$ cat config.mk
export PLATFORM = sky130hd
export DESIGN_NAME = uart_txq_holdoff
export DESIGN_NICKNAME = d
export VERILOG_FILES = /design/src/rtl/uart_txq_pkg.sv /design/src/rtl/txq_fifo.sv /design/src/rtl/txq_serializer.sv /design/src/rtl/txq_thre_ctrl.sv /design/src/rtl/uart_txq_holdoff.sv
export SDC_FILE = /design/constraint.sdc
export NUM_CORES = 1
export LEC_CHECK = 0
export BUFFER_PORTS_ARGS = -buffer_cell sky130_fd_sc_hd__buf_2
export CAP_MARGIN = 20
export CORE_UTILIZATION = 57
export CTS_BUF_LIST = sky130_fd_sc_hd__clkbuf_16
export CTS_CLUSTER_DIAMETER = 120
export DETAILED_ROUTE_END_ITERATION = 10
export GPL_TIMING_DRIVEN = 0
export PLACE_DENSITY = 0.74
export REMOVE_ABC_BUFFERS = 1
export SYNTH_ARGS = -nofsm -noshare
export SYNTH_HDL_FRONTEND = slang
export SYNTH_SLANG_ARGS = --single-unit
$ cat constraint.sdc
create_clock -name clk -period 3.7 [get_ports clk]
set_input_delay 0.37 -clock clk [delete_from_list [all_inputs] [get_ports clk]]
set_output_delay 0.37 -clock clk [all_outputs]
set_load 0.05 [all_outputs]
$ cat src/rtl/uart_txq_pkg.sv
package uart_txq_pkg;

    typedef enum logic [2:0] {
        SER_IDLE,
        SER_START,
        SER_DATA,
        SER_PARITY,
        SER_STOP
    } ser_state_e;

    typedef enum logic [1:0] {
        HO_ARMED,
        HO_FIRST,
        HO_WAIT,
        HO_OPEN
    } holdoff_state_e;

    // Bits in one character: start + data + optional parity + one or two stop.
    function automatic int unsigned frame_bits(input int unsigned data_bits,
                                               input logic par,
                                               input logic two);
        return 2 + data_bits + (par ? 1 : 0) + (two ? 1 : 0);
    endfunction

endpackage

$ cat src/rtl/txq_fifo.sv
module txq_fifo #(
    parameter int DEPTH = 16,
    parameter int WIDTH = 8,
    localparam int AW = (DEPTH > 1) ? $clog2(DEPTH) : 1,
    localparam int CW = $clog2(DEPTH + 1)
) (
    input  logic             clk,
    input  logic             rst_n,
    input  logic             clr,
    input  logic             push,
    input  logic [WIDTH-1:0] push_data,
    input  logic             pop,
    output logic [WIDTH-1:0] pop_data,
    output logic [CW-1:0]    level,
    output logic             empty,
    output logic             full
);

    logic [WIDTH-1:0] store [DEPTH];
    logic [AW-1:0]    wr_ptr;
    logic [AW-1:0]    rd_ptr;

    function automatic logic [AW-1:0] wrap_inc(input logic [AW-1:0] p);
        return (p == AW'(DEPTH - 1)) ? '0 : p + AW'(1);
    endfunction

    always_ff @(posedge clk or negedge rst_n) begin
        if (!rst_n) begin
            wr_ptr <= '0;
            rd_ptr <= '0;
            level  <= '0;
        end else if (clr) begin
            wr_ptr <= '0;
            rd_ptr <= '0;
            level  <= '0;
        end else begin
            if (push) begin
                wr_ptr <= wrap_inc(wr_ptr);
            end
            if (pop) begin
                rd_ptr <= wrap_inc(rd_ptr);
            end
            unique case ({push, pop})
                2'b10:   level <= level + CW'(1);
                2'b01:   level <= level - CW'(1);
                default: level <= level;
            endcase
        end
    end

    always_ff @(posedge clk) begin
        if (push) begin
            store[wr_ptr] <= push_data;
        end
    end

    always_comb begin
        pop_data = store[rd_ptr];
        empty    = (level == '0);
        full     = (level == CW'(DEPTH));
    end

    p_no_overflow_r1: assert property (@(posedge clk) disable iff (!rst_n)
        level <= CW'(DEPTH))
        else $error("queue level above depth");

    p_full_stays_r1: assert property (@(posedge clk) disable iff (!rst_n)
        (full && !pop && !clr) |=> full)
        else $error("full queue changed level without a pop");

    p_pop_valid_r3: assert property (@(posedge clk) disable iff (!rst_n)
        pop |-> !empty)
        else $error("pop from empty queue");

endmodule

$ cat src/rtl/txq_serializer.sv
module txq_serializer
    import uart_txq_pkg::*;
#(
    parameter int DATA_BITS = 8,
    parameter int OVS       = 16,
    localparam int TW = $clog2(OVS),
    localparam int IW = (DATA_BITS > 1) ? $clog2(DATA_BITS) : 1
) (
    input  logic                 clk,
    input  logic                 rst_n,
    input  logic                 clr,
    input  logic                 baud_tick,
    input  logic                 par_en,
    input  logic                 par_even,
    input  logic                 two_stop,
    input  logic                 src_empty,
    input  logic [DATA_BITS-1:0] src_data,
    output logic                 src_pop,
    output logic                 txd,
    output logic                 busy
);

    ser_state_e           state;
    ser_state_e           state_nx;
    logic [DATA_BITS-1:0] shreg;
    logic [TW-1:0]        tick_cnt;
    logic [IW-1:0]        bit_idx;
    logic                 par_bit;
    logic                 use_par;
    logic                 extra_stop;
    logic                 bit_end;

    always_comb begin
        bit_end = baud_tick && (tick_cnt == TW'(OVS - 1));
        src_pop = (state == SER_IDLE) && !src_empty && !clr;
    end

    // Next-state logic
    always_comb begin
        state_nx = state;
        unique case (state)
            SER_IDLE: begin
                if (src_pop) state_nx = SER_START;
            end
            SER_START: begin
                if (bit_end) state_nx = SER_DATA;
            end
            SER_DATA: begin
                if (bit_end && bit_idx == IW'(DATA_BITS - 1)) begin
                    state_nx = use_par ? SER_PARITY : SER_STOP;
                end
            end
            SER_PARITY: begin
                if (bit_end) state_nx = SER_STOP;
            end
            SER_STOP: begin
                if (bit_end && !extra_stop) state_nx = SER_IDLE;
            end
            default: state_nx = SER_IDLE;
        endcase
    end

    // State register and datapath
    always_ff @(posedge clk or negedge rst_n) begin
        if (!rst_n) begin
            state      <= SER_IDLE;
            shreg      <= '0;
            tick_cnt   <= '0;
            bit_idx    <= '0;
            par_bit    <= 1'b0;
            use_par    <= 1'b0;
            extra_stop <= 1'b0;
        end else if (clr) begin
            state    <= SER_IDLE;
            tick_cnt <= '0;
        end else begin
            state <= state_nx;
            if (src_pop) begin
                shreg      <= src_data;
                tick_cnt   <= '0;
                bit_idx    <= '0;
                par_bit    <= par_even ? (^src_data) : ~(^src_data);
                use_par    <= par_en;
                extra_stop <= two_stop;
            end else if (state != SER_IDLE && baud_tick) begin
                tick_cnt <= bit_end ? '0 : tick_cnt + TW'(1);
                if (bit_end) begin
                    if (state == SER_DATA) begin
                        shreg   <= {1'b0, shreg[DATA_BITS-1:1]};
                        bit_idx <= bit_idx + IW'(1);
                    end
                    if (state == SER_STOP) begin
                        extra_stop <= 1'b0;
                    end
                end
            end
        end
    end

    // Outputs
    always_comb begin
        busy = (state != SER_IDLE);
        unique case (state)
            SER_IDLE:   txd = 1'b1;
            SER_START:  txd = 1'b0;
            SER_DATA:   txd = shreg[0];
            SER_PARITY: txd = par_bit;
            SER_STOP:   txd = 1'b1;
            default:    txd = 1'b1;
        endcase
    end

    p_line_steady_r3: assert property (@(posedge clk) disable iff (!rst_n)
        (busy && !baud_tick && !clr) |=> $stable(txd))
        else $error("line moved between baud ticks");

endmodule

$ cat src/rtl/txq_thre_ctrl.sv
module txq_thre_ctrl
    import uart_txq_pkg::*;
#(
    parameter int DEPTH = 16,
    parameter int CT_W  = 8,
    localparam int CW = $clog2(DEPTH + 1)
) (
    input  logic            clk,
    input  logic            rst_n,
    input  logic            clr,
    input  logic            baud_tick,
    input  logic [CW-1:0]   level,
    input  logic            push,
    input  logic            irq_ack,
    input  logic [CT_W-1:0] char_ticks,
    output logic            pend
);

    holdoff_state_e  state;
    holdoff_state_e  state_nx;
    logic [CT_W-1:0] timer;
    logic            q_empty;
    logic            timer_done;
    logic            set_evt;

    always_comb begin
        q_empty    = (level == '0);
        timer_done = (state == HO_WAIT) && baud_tick &&
                     (timer == char_ticks - CT_W'(1));
        set_evt    = ((state == HO_WAIT) && q_empty && timer_done) ||
                     ((state == HO_OPEN) && q_empty);
    end

    // Next-state logic
    always_comb begin
        state_nx = state;
        unique case (state)
            HO_ARMED: begin
                if (!q_empty) state_nx = HO_FIRST;
            end
            HO_FIRST: begin
                if (q_empty)                  state_nx = HO_WAIT;
                else if (level >= CW'(2))     state_nx = HO_OPEN;
            end
            HO_WAIT: begin
                if (!q_empty)                 state_nx = HO_FIRST;
                else if (timer_done)          state_nx = HO_ARMED;
            end
            HO_OPEN: begin
                if (q_empty)                  state_nx = HO_ARMED;
            end
            default: state_nx = HO_ARMED;
        endcase
    end

    // State register, wait timer and pending flag
    always_ff @(posedge clk or negedge rst_n) begin
        if (!rst_n) begin
            state <= HO_ARMED;
            timer <= '0;
            pend  <= 1'b1;
        end else if (clr) begin
            state <= HO_ARMED;
            timer <= '0;
            pend  <= 1'b1;
        end else begin
            state <= state_nx;
            if (state == HO_WAIT && state_nx == HO_WAIT) begin
                timer <= baud_tick ? timer + CT_W'(1) : timer;
            end else begin
                timer <= '0;
            end
            if (push || irq_ack) begin
                pend <= 1'b0;
            end else if (set_evt) begin
                pend <= 1'b1;
            end
        end
    end

    p_quiet_wait_r8: assert property (@(posedge clk) disable iff (!rst_n)
        (state == HO_WAIT) |-> !pend)
        else $error("pending flag raised during holdoff wait");

    p_open_fires_r10: assert property (@(posedge clk) disable iff (!rst_n)
        (state == HO_OPEN && q_empty && !push && !irq_ack && !clr) |=> pend)
        else $error("disarmed emptying did not flag at once");

endmodule

$ cat src/rtl/uart_txq_holdoff.sv
module uart_txq_holdoff
    import uart_txq_pkg::*;
#(
    parameter int DEPTH     = 16,
    parameter int DATA_BITS = 8,
    parameter int OVS       = 16,
    localparam int CW   = $clog2(DEPTH + 1),
    localparam int CT_W = $clog2(OVS * (DATA_BITS + 4) + 1)
) (
    input  logic                 clk,
    input  logic                 rst_n,
    input  logic                 fifo_clr,
    input  logic                 wr_en,
    input  logic [DATA_BITS-1:0] wr_data,
    input  logic                 irq_en,
    input  logic                 irq_ack,
    input  logic                 baud_tick,
    input  logic                 par_en,
    input  logic                 par_even,
    input  logic                 two_stop,
    output logic                 txd,
    output logic                 wr_ack,
    output logic                 hold_empty,
    output logic                 xmit_empty,
    output logic                 irq
);

    logic                 q_full;
    logic                 q_empty;
    logic                 q_pop;
    logic [DATA_BITS-1:0] q_head;
    logic [CW-1:0]        q_level;
    logic                 ser_busy;
    logic                 pend;
    logic [CT_W-1:0]      char_ticks;

    always_comb begin
        wr_ack     = wr_en && !q_full && !fifo_clr;
        char_ticks = CT_W'(OVS * frame_bits(DATA_BITS, par_en, two_stop));
        hold_empty = q_empty;
        xmit_empty = q_empty && !ser_busy;
        irq        = pend && irq_en;
    end

    txq_fifo #(
        .DEPTH (DEPTH),
        .WIDTH (DATA_BITS)
    ) u_queue (
        .clk       (clk),
        .rst_n     (rst_n),
        .clr       (fifo_clr),
        .push      (wr_ack),
        .push_data (wr_data),
        .pop       (q_pop),
        .pop_data  (q_head),
        .level     (q_level),
        .empty     (q_empty),
        .full      (q_full)
    );

    txq_serializer #(
        .DATA_BITS (DATA_BITS),
        .OVS       (OVS)
    ) u_framer (
        .clk       (clk),
        .rst_n     (rst_n),
        .clr       (fifo_clr),
        .baud_tick (baud_tick),
        .par_en    (par_en),
        .par_even  (par_even),
        .two_stop  (two_stop),
        .src_empty (q_empty),
        .src_data  (q_head),
        .src_pop   (q_pop),
        .txd       (txd),
        .busy      (ser_busy)
    );

    txq_thre_ctrl #(
        .DEPTH (DEPTH),
        .CT_W  (CT_W)
    ) u_holdoff (
        .clk        (clk),
        .rst_n      (rst_n),
        .clr        (fifo_clr),
        .baud_tick  (baud_tick),
        .level      (q_level),
        .push       (wr_ack),
        .irq_ack    (irq_ack),
        .char_ticks (char_ticks),
        .pend       (pend)
    );

    p_write_clears_r6: assert property (@(posedge clk) disable iff (!rst_n)
        (wr_ack && !fifo_clr) |=> !irq)
        else $error("irq still high after accepted write");

    p_ack_clears_r7: assert property (@(posedge clk) disable iff (!rst_n)
        (irq_ack && !fifo_clr) |=> !irq)
        else $error("irq still high after acknowledge");

endmodule

Yosys cells after proc, flatten, opt, wreduce, memory -nomap -nowiden
Memory sizes are Yosys's and may differ from the RTL's.
Index checks and enable logic that the tools add are counted.
{"block": "op_classes", "add_sub_neg": 10, "order_cmp": 1, "n_eq_ne": 22, "muxes": 52, "bitwise_logic": 2, "n_reduce_logical": 41}
{"op": "$mux 8", "count": 7}
{"op": "$mux 4", "count": 10}
{"op": "$mux 3", "count": 11}
{"op": "$logic_and 1x1->1", "count": 16}
{"op": "$pmux 3 s5", "count": 1}
{"op": "$mux 2", "count": 7}
{"op": "$add 4x1->4 const B", "count": 3}
{"op": "$eq 4x4->1 const B", "count": 3}
{"op": "$mux 1", "count": 12}
{"op": "$ne 3x2->1 const B", "count": 4}
{"op": "$reduce_bool 2->1", "count": 6}
{"op": "$reduce_bool 3->1", "count": 4}
{"op": "$pmux 5 s2", "count": 1}
{"op": "$add 8x1->8 const B", "count": 1}
{"op": "$eq 2x2->1 const B", "count": 4}
{"op": "$eq 8x8->1", "count": 1}
{"op": "$pmux 2 s4", "count": 1}
{"op": "$reduce_and 4->1", "count": 2}
{"op": "$reduce_xor 8->1", "count": 1}
{"op": "$sub 8x1->8 const B", "count": 1}
{"op": "$eq 3x2->1 const B", "count": 2}
{"op": "$eq 3x3->1 const B", "count": 2}
{"op": "$ne 3x3->1 const B", "count": 2}
{"op": "$add 5x1->5 const B", "count": 1}
{"op": "18 further kinds", "count": 25}
{"block": "word_totals", "register_bits": 45, "ram_bits": 128, "in_bits": 18, "output_inout_bits": 5, "word_cells": 142, "n_memories": 1}
{"memory": "u_queue.store", "depth": 16, "word_bits": 8, "read_ports": 1, "rd_ports_with_merged_regs": 0, "write_ports": 1, "line_no": "txq_fifo.sv:19", "source": "logic [WIDTH-1:0] store [DEPTH];"}

Longest topological paths before layout
Gate-level depths: netlist of run 1.
{"block": "depth", "depth_word": 13, "mapped_depth": 15, "mapped_depth_nobuf": 13}

By module
Synthesis of run 1 repeated with hierarchy kept, for this count alone.
{"block": "unflattened", "cells_unflattened": 520, "hier_area_um2": 7950.1}
{"module": "txq_fifo", "instances": 1, "cells_each": 315, "area_each_um2": 5784.3, "seq_area_each_um2": 4169.0}
{"module": "txq_serializer", "instances": 1, "cells_each": 108, "area_each_um2": 1265.0, "seq_area_each_um2": 525.5}
{"module": "txq_thre_ctrl", "instances": 1, "cells_each": 89, "area_each_um2": 839.6, "seq_area_each_um2": 276.5}
{"module": "uart_txq_holdoff", "instances": 1, "cells_each": 8, "area_each_um2": 61.3, "seq_area_each_um2": 0.0}

Worst setup path before layout of run 1
No wires, ideal clock.
{"block": "synth_timing", "path_kind": "reg-to-reg", "startpoint": "register u_queue.level[1]", "endpoint": "register u_queue.level[4]", "setup_ns": 0.132, "arrival_ns": 3.649, "slack_ns": -0.081, "stages_incl_launch_ff": 16, "path_buffers": 2, "period_less_slack_ns": 3.781, "cell_sequence": "dfrtp_1 -> or3_1 -> clkbuf_1 -> nor3_2 -> nand2b_1 -> nor2_1 -> clkbuf_1 -> nand2_1 -> inv_1 -> ha_1 -> nor2b_1 -> o21a_1 -> or4_1 -> o21ai_0 -> xnor2_1 -> nor2_1"}
{"block": "synth_between", "elab_chain_len": 7, "word_cells_on_any_way": 15}
{"element": "start, declared", "line_no": "txq_fifo.sv:14", "source": "output logic [CW-1:0] level,"}
{"element": "start signal, assigned", "line_no": "txq_fifo.sv:44", "source": "2'b10: level <= level + CW'(1);"}
{"element": "start signal, assigned", "line_no": "txq_fifo.sv:45", "source": "2'b01: level <= level - CW'(1);"}
{"element": "start signal, assigned", "line_no": "txq_fifo.sv:46", "source": "default: level <= level;"}
{"element": "$logic_not 5->1 (*)", "line_no": "txq_fifo.sv:59", "source": "empty = (level == '0);"}
{"element": "net hold_empty", "line_no": "uart_txq_holdoff.sv:23", "source": "output logic hold_empty,"}
{"element": "$logic_not 1->1 (*)", "line_no": "txq_serializer.sv:35", "source": "src_pop = (state == SER_IDLE) && !src_empty && !clr;"}
{"element": "$logic_and 1x1->1 (*) (2 in a row)", "line_no": "txq_serializer.sv:35"}
{"element": "$eq 2x1->1 or $eq 2x2->1 (tied branches)", "line_no": "txq_fifo.sv:43", "source": "unique case ({push, pop})"}
{"element": "$pmux 5 s2", "line_no": "txq_fifo.sv:43"}
{"element": "$mux 5", "line_no": "txq_fifo.sv:32", "source": "end else if (clr) begin"}
The timed path passes the listed nets; every way through them passes the cells marked *.
A chain may end at the register's enable or synchronous reset.

Worst setup path after layout of run 1
{"block": "layout_timing", "startpoint": "register u_queue.level[1]", "endpoint": "register u_queue.level[4]"}
{"block": "layout_between", "elab_chain_len": 7, "word_cells_on_any_way": 15}
{"element": "$eq 5x5->1 or $logic_not 5->1 (tied branches)", "line_no": "txq_fifo.sv:60, txq_fifo.sv:59"}
{"element": "$logic_not 1->1 (on tied branches)", "line_no": "uart_txq_holdoff.sv:38, txq_serializer.sv:35"}
{"element": "$logic_and 1x1->1 (on tied branches) (2 in a row)", "line_no": "uart_txq_holdoff.sv:38, txq_serializer.sv:35"}
{"element": "$eq 2x1->1 or $eq 2x2->1 (tied branches)", "line_no": "txq_fifo.sv:43"}
{"element": "$pmux 5 s2", "line_no": "txq_fifo.sv:43"}
{"element": "$mux 5", "line_no": "txq_fifo.sv:32"}
Several ways; a longest one is shown, not always the timed one.

==> impl_results.md, run 1 <==
- Cell area after synthesis: 7580 um^2
- Clock Tree Root: sky130_fd_sc_hd__clkbuf_16
- Buffers on Ports: 22
- Fin crit share: 92.7%
- Post-route ant nets: 0
- Worst slew pin tran: 0.893 ns
- Type of the worst min-delay path: primary input to flop
- Routed length per instance: 19.2 um
- Worst endpoint data arrival time: 3.73 ns
- Fraction of final layout cells with drive strength greater than 1: 17.1%
- Data required, critical path: 4.00 ns
- Top achievable clock speed: 292 MHz
- Vias in the first global route: 4361
- Area of combinational cells with multiple inputs: 2430 um^2
- Total grt overflow: 0
- Maximum clock path buffer count: 2
- Initial antenna violation count: 0
- Hold Path Stages: 2
- Number of register bits inferred by synthesis: 173
- Final net count: 562
- I/O pin count: 23
- Global-route wire length before repair: 22500 um
- Vertical die dimension: 117 um
- Type of element launching the critical path: flop
- R2R depth: 13
- Post-CTS clock slew at the launch and capture registers of the worst setup and hold paths: 0.07 ns
- Power density cells: 659 nW/um^2
- Number of DRC violations after detailed routing: 0
- Number of clock sinks seen by CTS: 173
- Post-Route Hold Slack: 0.0918 ns
- Number of fillers in the final layout: 884
- Floorplan die area: 13800 um^2
- Worst skew pair latency: 0.43 ns
- Detailed-placement wirelength estimate: 8990 um
- Worst Skew: 0.00923 ns
- Leakage power summed over all cells: 3.02 nW
- Number of standard cells after synthesis: 509
- Outcome: finished, final reports clean
- Via Count: 4231
- Number of enable flip-flop cells after synthesis: 128
- Pre-Repair DR Iteration Count: 5
- CP max FO: 12
- Sequential share of the synthesized area: 65.6%
- Total power draw: 0.00553 W
- Starting utilization of the core area: 59.3%
- Max-slew violation count: 0
- Count of final setup violators: 0
- Syn. warnings: 0
- Total core area: 12800 um^2
- Wirelength, routed: 13800 um
- Fin util: 65.8%
- Layout overhead on the synthesized area: 10.8%
- Pin count of the biggest net entering global routing: 46
- Hold violation count in the final report: 0
- Number of distinct library cell variants in the gate-level netlist after synthesis: 54
- Post-synthesis average cell area: 14.9 um^2
- RSZ-0062 raised after global routing: no
- Async S/R FF share, synth: 26.0%
- Final non-filler cell area: 8400 um^2
- Commonest non-fill, non-tap cells in the layout: sky130_fd_sc_hd__edfxtp_1, sky130_fd_sc_hd__nand2_1, sky130_fd_sc_hd__nor2_1, sky130_fd_sc_hd__dfrtp_1, sky130_fd_sc_hd__buf_2
- DR iter-0 viols: 335
- Min cycle time layout: 3.43 ns
- Maximum level of the CTS H-tree: 4
- Instance area after placement: 7820 um^2
- Register area: 4970 um^2
- Total routing resource utilization after global routing: 22.0%
- Worst rel slew slack: 40.2%
- Most common cell after layout, fill and taps aside: sky130_fd_sc_hd__edfxtp_1
- Clock tree from TritonCTS: built
- Number of instances in the placed design: 681
- Kind of end point of the critical path: flop
- RePlAce Congestion: 0.792
- VDD IR-drop max: 0.470 mV
- TritonCTS buffer count: 17
- Drt via density: 5.92
- # diodes: 0
- Most common flop cell mapped by yosys: sky130_fd_sc_hd__edfxtp_1
- Cell row count: 41
- Chip Width: 117 um
- Final non-filler cell total: 715
- Category of the critical setup timing path: flop to flop
- Number of violations of the max-capacitance limit: 0
==> kinds of logic (layout without fill, tap and decap cells) <==
kind of cell / count (synthesis) / count (layout) / synth area share (%)
simple gates: 148 / 148 / 8.76
fa+ha+maj: 14 / 14 / 2.41
buf+inv: 39 / 73 / 2.66
mux: 47 / 47 / 11.8
xor+xnor: 26 / 26 / 3.20
compound gates: 62 / 62 / 5.64
flops: 173 / 173 / 65.6
==> Yosys cell counts, types with 6 or more instances <==
cell | instances | area [um^2]
sky130_fd_sc_hd__a21oi_1 | 11 | 55.1
sky130_fd_sc_hd__a22oi_1 | 11 | 82.6
sky130_fd_sc_hd__buf_2 | 6 | 30.0
sky130_fd_sc_hd__clkbuf_1 | 17 | 63.8
sky130_fd_sc_hd__dfrtp_1 | 44 | 1100
sky130_fd_sc_hd__edfxtp_1 | 128 | 3840
sky130_fd_sc_hd__ha_1 | 13 | 163
sky130_fd_sc_hd__inv_1 | 12 | 45.0
sky130_fd_sc_hd__mux2i_1 | 14 | 140
sky130_fd_sc_hd__mux4_1 | 11 | 289
sky130_fd_sc_hd__mux4_2 | 19 | 428
sky130_fd_sc_hd__nand2_1 | 52 | 195
sky130_fd_sc_hd__nand3_1 | 9 | 45.0
sky130_fd_sc_hd__nor2_1 | 48 | 180
sky130_fd_sc_hd__nor3_1 | 14 | 70.1
sky130_fd_sc_hd__o21ai_0 | 11 | 55.1
sky130_fd_sc_hd__xnor2_1 | 14 | 123
sky130_fd_sc_hd__xor2_1 | 10 | 87.6
==> registers in the layout, summed over array words and instances (netlist names) <==
signal and flops:
u_framer.use_par 1, u_holdoff.pend 1, u_queue.wr_ptr 4, u_holdoff.timer 8, u_framer.par_bit 1, u_framer.bit_idx 3, u_framer.shreg 8, u_framer.state 3
u_framer.extra_stop 1, u_framer.tick_cnt 4, u_holdoff.state 2, u_queue.rd_ptr 4, u_queue.store 128, u_queue.level 5
==> where the power goes <==
part	switching [W]	internal [W]
clock	0.000756	0.000869
combinational	0.000838	0.000662
sequential	0.000182	0.00223
==> metrics by stage <==
| step | TNS (ns) | setup slack [ns] |
|---|---|---|
| floorplan | 0 | 0.0874 |
| global placement | -0.256 | -0.256 |
| detailed placement | 0 | 0.0985 |
| CTS | 0 | 0.0878 |
| global route | 0 | 0.0178 |
| finish | 0 | 0.270 |
==> worst paths after layout <==
path / start / endpoint / slack [ns]
worst max register to register: u_queue.level[1] / u_queue.level[4] / 0.27
worst min-delay path: irq_ack / u_holdoff.pend / 0.09
worst min register to register: u_framer.shreg[5] / u_framer.shreg[5] / 0.49
min in group asynchronous: rst_n / u_holdoff.timer[3] / 0.27
worst max-delay path: u_queue.level[1] / u_queue.level[4] / 0.27
max in group asynchronous: rst_n / u_holdoff.pend / 2.95
==> worst max-delay path, cell delays in order, from the launching register on <==
cell and delay [ns]:
sky130_fd_sc_hd__dfrtp_1 0.41, sky130_fd_sc_hd__or3_1 0.51, sky130_fd_sc_hd__nor3_4 0.29, sky130_fd_sc_hd__nand2b_1 0.30, sky130_fd_sc_hd__nor2_2 0.17, sky130_fd_sc_hd__nand2_1 0.15, sky130_fd_sc_hd__inv_1 0.09, sky130_fd_sc_hd__ha_1 0.32
sky130_fd_sc_hd__nor2b_1 0.15, sky130_fd_sc_hd__o21a_1 0.17, sky130_fd_sc_hd__or4_1 0.38, sky130_fd_sc_hd__o21ai_0 0.13, sky130_fd_sc_hd__xnor2_1 0.17, sky130_fd_sc_hd__nor2_1 0.05
==> area by class of cell <==
| class | count | share of cell area (%) |
|---|---|---|
| Inverter | 12 | 0.536 |
| Tap cell | 172 | 2.56 |
| Sequential cell | 173 | 59.2 |
| Multi-Input combinational cell | 297 | 28.9 |
| Clock buffer | 17 | 5.06 |
| Clock inverter | 15 | 1.36 |
| Timing Repair Buffer | 29 | 2.41 |
==> repair_timing <==
action                                  CTS  global route
hold endpoints to repair                  0            44
hold buffers                              0             1
endpoints found under the setup margin    0             1
buffers inserted                          0             0
resized for setup                         0             2
==> per-layer routing <==
layer  track usage [%]  wire length (um)  vias up
li1                  -                 -     1960
met1              28.4              5950     2129
met2              36.2              6950      127
met3              5.59               689       15
met4              7.95               172        0
met5                 0                 0        -
Power figures use the tool's default switching activity.
==> run 2, diff against run 1 <==
Settings changed: CTS_BUF_LIST sky130_fd_sc_hd__clkbuf_16 to not set.
==> run 2 against run 1 <==
Effect of this change: utilization is the same; wire length is essentially flat; register-to-register slack is essentially flat; critical path depth is the same; setup slack lost 0.00061 ns; global-route usage is the same; count of clock-buffer cells in the layout grew 2; sequential power is essentially flat.
==> impl_results.md, run 2 (synthesis gave the netlist of run 1 again) <==
- Number of violations of the max-capacitance limit: 0 (unchanged)
- CP max FO: 12 (unchanged)
- Buffers on Ports: 22 (unchanged)
- Leakage power summed over all cells: 3.01 nW (-0.27%)
- Switching Share: 32.0% (-0.061 points)
- Initial antenna violation count: 0 (unchanged)
- Floorplan die area: 13800 um^2 (unchanged)
- Number of flip-flops in the largest register: 128 (unchanged)
- Fraction of final layout cells with drive strength greater than 1: 17.1% (unchanged)
- Commonest non-fill, non-tap cells in the layout: sky130_fd_sc_hd__edfxtp_1, sky130_fd_sc_hd__nand2_1, sky130_fd_sc_hd__nor2_1, sky130_fd_sc_hd__dfrtp_1, sky130_fd_sc_hd__buf_2
- Most common cell after layout, fill and taps aside: sky130_fd_sc_hd__edfxtp_1
- Critical path launch point: u_queue.level[1]
- Wirelength, routed: 13800 um (about the same)
- Top reg by flops: u_queue.store
- Via Count: 4262 (+0.73%)
- Internal Dissipation: 0.00376 W (+0.15%)
- RSZ-0062 raised after global routing: no
- Total core area: 12800 um^2 (unchanged)
- Final net count: 562 (unchanged)
- Worst-case register-to-register setup slack: 0.27 ns (about the same)
- Clock Tree Root: sky130_fd_sc_hd__clkbuf_16
- Combinational fraction of design power: 27.1% (about the same)
- Vertical die dimension: 117 um (unchanged)
- Net switching power: 0.00177 W (-0.13%)
- Endpoint of the lowest-slack register-to-register path: u_queue.level[4]
- Chip Width: 117 um (unchanged)
- Global-route wire length before repair: 22500 um (unchanged)
- DR iter-0 viols: 335 (unchanged)
- Data required, critical path: 4.00 ns (about the same)
- Count of final setup violators: 0 (unchanged)
- Ordered list of cells on the worst path: or3_1, nor3_4, nand2b_1, nor2_2, nand2_1, inv_1, ha_1, nor2b_1, o21a_1, or4_1, o21ai_0, xnor2_1, nor2_1
- RePlAce Congestion: 0.792 (unchanged)
- Hold violation count in the final report: 0 (unchanged)
- Maximum clock path buffer count: 2 (unchanged)
- Clock tree from TritonCTS: built
- Layout overhead on the synthesized area: 10.8% (unchanged)
- Outcome: finished, final reports clean
- TritonCTS buffer count: 17 (unchanged)
- Power density cells: 659 nW/um^2 (about the same)
- Pin count of the biggest net entering global routing: 46 (unchanged)
- Cell with the biggest individual delay on the critical path: sky130_fd_sc_hd__or3_1
- Top achievable clock speed: 292 MHz (about the same)
- RR Startpoint: u_queue.level[1]
- Type of the worst min-delay path: primary input to flop
- Category of the critical setup timing path: flop to flop
- Min cycle time layout: 3.43 ns (+0.000614 ns)
- Pre-Repair DR Iteration Count: 5 (unchanged)
- Number of DRC violations after detailed routing: 0 (unchanged)
- Total grt overflow: 0 (unchanged)
- Capture point of the worst path: u_queue.level[4]
- Fin util: 65.8% (unchanged)
- Worst endpoint data arrival time: 3.73 ns (about the same)
- Part of the total power dissipated in the clock network: 29.4% (about the same)
- Routed length per instance: 19.2 um (about the same)
- Drt via density: 5.96 (+0.73%)
- Worst slew pin tran: 0.889 ns (-0.00439 ns)
- Kind of end point of the critical path: flop
- Fin crit share: 92.7% (about the same)
- Total routing resource utilization after global routing: 22.0% (unchanged)
- Cell row count: 41 (unchanged)
- Post-route ant nets: 0 (unchanged)
- Max-slew violation count: 0 (unchanged)
- Total negative slack: 0 ns (unchanged)
- Worst Skew: 0.0119 ns (+0.00267 ns)
- Worst setup slack after layout: 0.270 ns (-0.000614 ns)
- Worst rel slew slack: 40.5% (+0.29 points)
- Number of clock sinks seen by CTS: 173 (unchanged)
- # diodes: 0 (unchanged)
- Buffer count from post-CTS setup fixing: 0 (unchanged)
- Delay of the slowest cell on the worst path: 0.51 ns (about the same)
- Detailed-placement wirelength estimate: 8990 um (unchanged)
- Number of fillers in the final layout: 884 (unchanged)
- I/O pin count: 23 (unchanged)
- Sequential Power Share: 43.5% (about the same)
- Total power draw: 0.00554 W (about the same)
- Maximum level of the CTS H-tree: 4 (unchanged)
- Setup slack after placement: 0.0985 ns (unchanged)
- Starting utilization of the core area: 59.3% (unchanged)
- Post-CTS clock slew at the launch and capture registers of the worst setup and hold paths: 0.07 ns (about the same)
- Vias in the first global route: 4361 (unchanged)
- Regs by FF count: u_queue.store (128), u_framer.shreg (8), u_holdoff.timer (8)
- Worst skew pair latency: 0.43 ns (about the same)
- Type of element launching the critical path: flop
- VDD IR-drop max: 0.467 mV (-0.49%)
- R2R depth: 13 (unchanged)
run 2: power by group through the flow:
stage                     registers [W]  logic, W  clock network (W)
after CTS                       0.00240   0.00149            0.00165
after global routing            0.00243   0.00166            0.00173
final                           0.00241   0.00150            0.00163
after floorplan                 0.00243   0.00112                  0
after detailed placement        0.00244   0.00149                  0
after global placement          0.00249   0.00136                  0
run 2: worst max-delay path: cells and delay by family (launching register included):
| kind | cells | cell delay, ns |
|---|---|---|
| AOI/OAI and AO/OA | 2 | 0.30 |
| and+or+nand+nor | 8 | 2.00 |
| xor gates and xnor gates | 1 | 0.17 |
| adders and majority gates | 1 | 0.32 |
| DFF | 1 | 0.41 |
| buffers and inverters | 1 | 0.09 |
run 2: timing repair:
item,in CTS,in global routing
hold endpoints to repair,0,44
setup endpoints to repair,0,1
resized for setup,0,2
hold buffers,0,1
run 2: worst min-delay path by stage:
stage / depth (start not counted) / from / slack [ns] / end
2_1_floorplan: 0 / rst_n / 0.07 / u_framer.bit_idx[0]
3_3_place_gp: 2 / u_framer.par_bit / 0.48 / u_framer.par_bit
3_5_place_dp: 2 / u_framer.shreg[4] / 0.48 / u_framer.shreg[4]
4_1_cts: 2 / irq_ack / 0.08 / u_holdoff.pend
5_1_grt: 2 / irq_ack / 0.08 / u_holdoff.pend
6_report: 2 / irq_ack / 0.09 / u_holdoff.pend
run 2: metrics by stage:
step                hold WS, ns  instances  instance area (um^2)
floorplan                0.0744        482                  7420
global placement          0.475        676                  7750
detailed placement        0.484        681                  7820
CTS                      0.0798        713                  8360
global route             0.0833        715                  8400
finish                   0.0932        715                  8400
run 2: metal layers:
layer | up-vias | global-route usage, % | share of wire [%]
met4 | 0 | 7.95 | 0.98
met1 | 2139 | 28.4 | 43
li1 | 1960 | - | -
met5 | - | 0 | 0
met3 | 13 | 5.59 | 5.4
met2 | 150 | 36.2 | 51
run 2: final cells by class:
type	instances	area, um^2	area share, %
Clock inverter	13	106	1.27
Tap cell	172	215	2.56
Clock buffer	19	433	5.15
Sequential cell	173	4970	59.2
Timing Repair Buffer	29	203	2.41
Multi-Input combinational cell	297	2430	28.9
Inverter	12	45.0	0.536
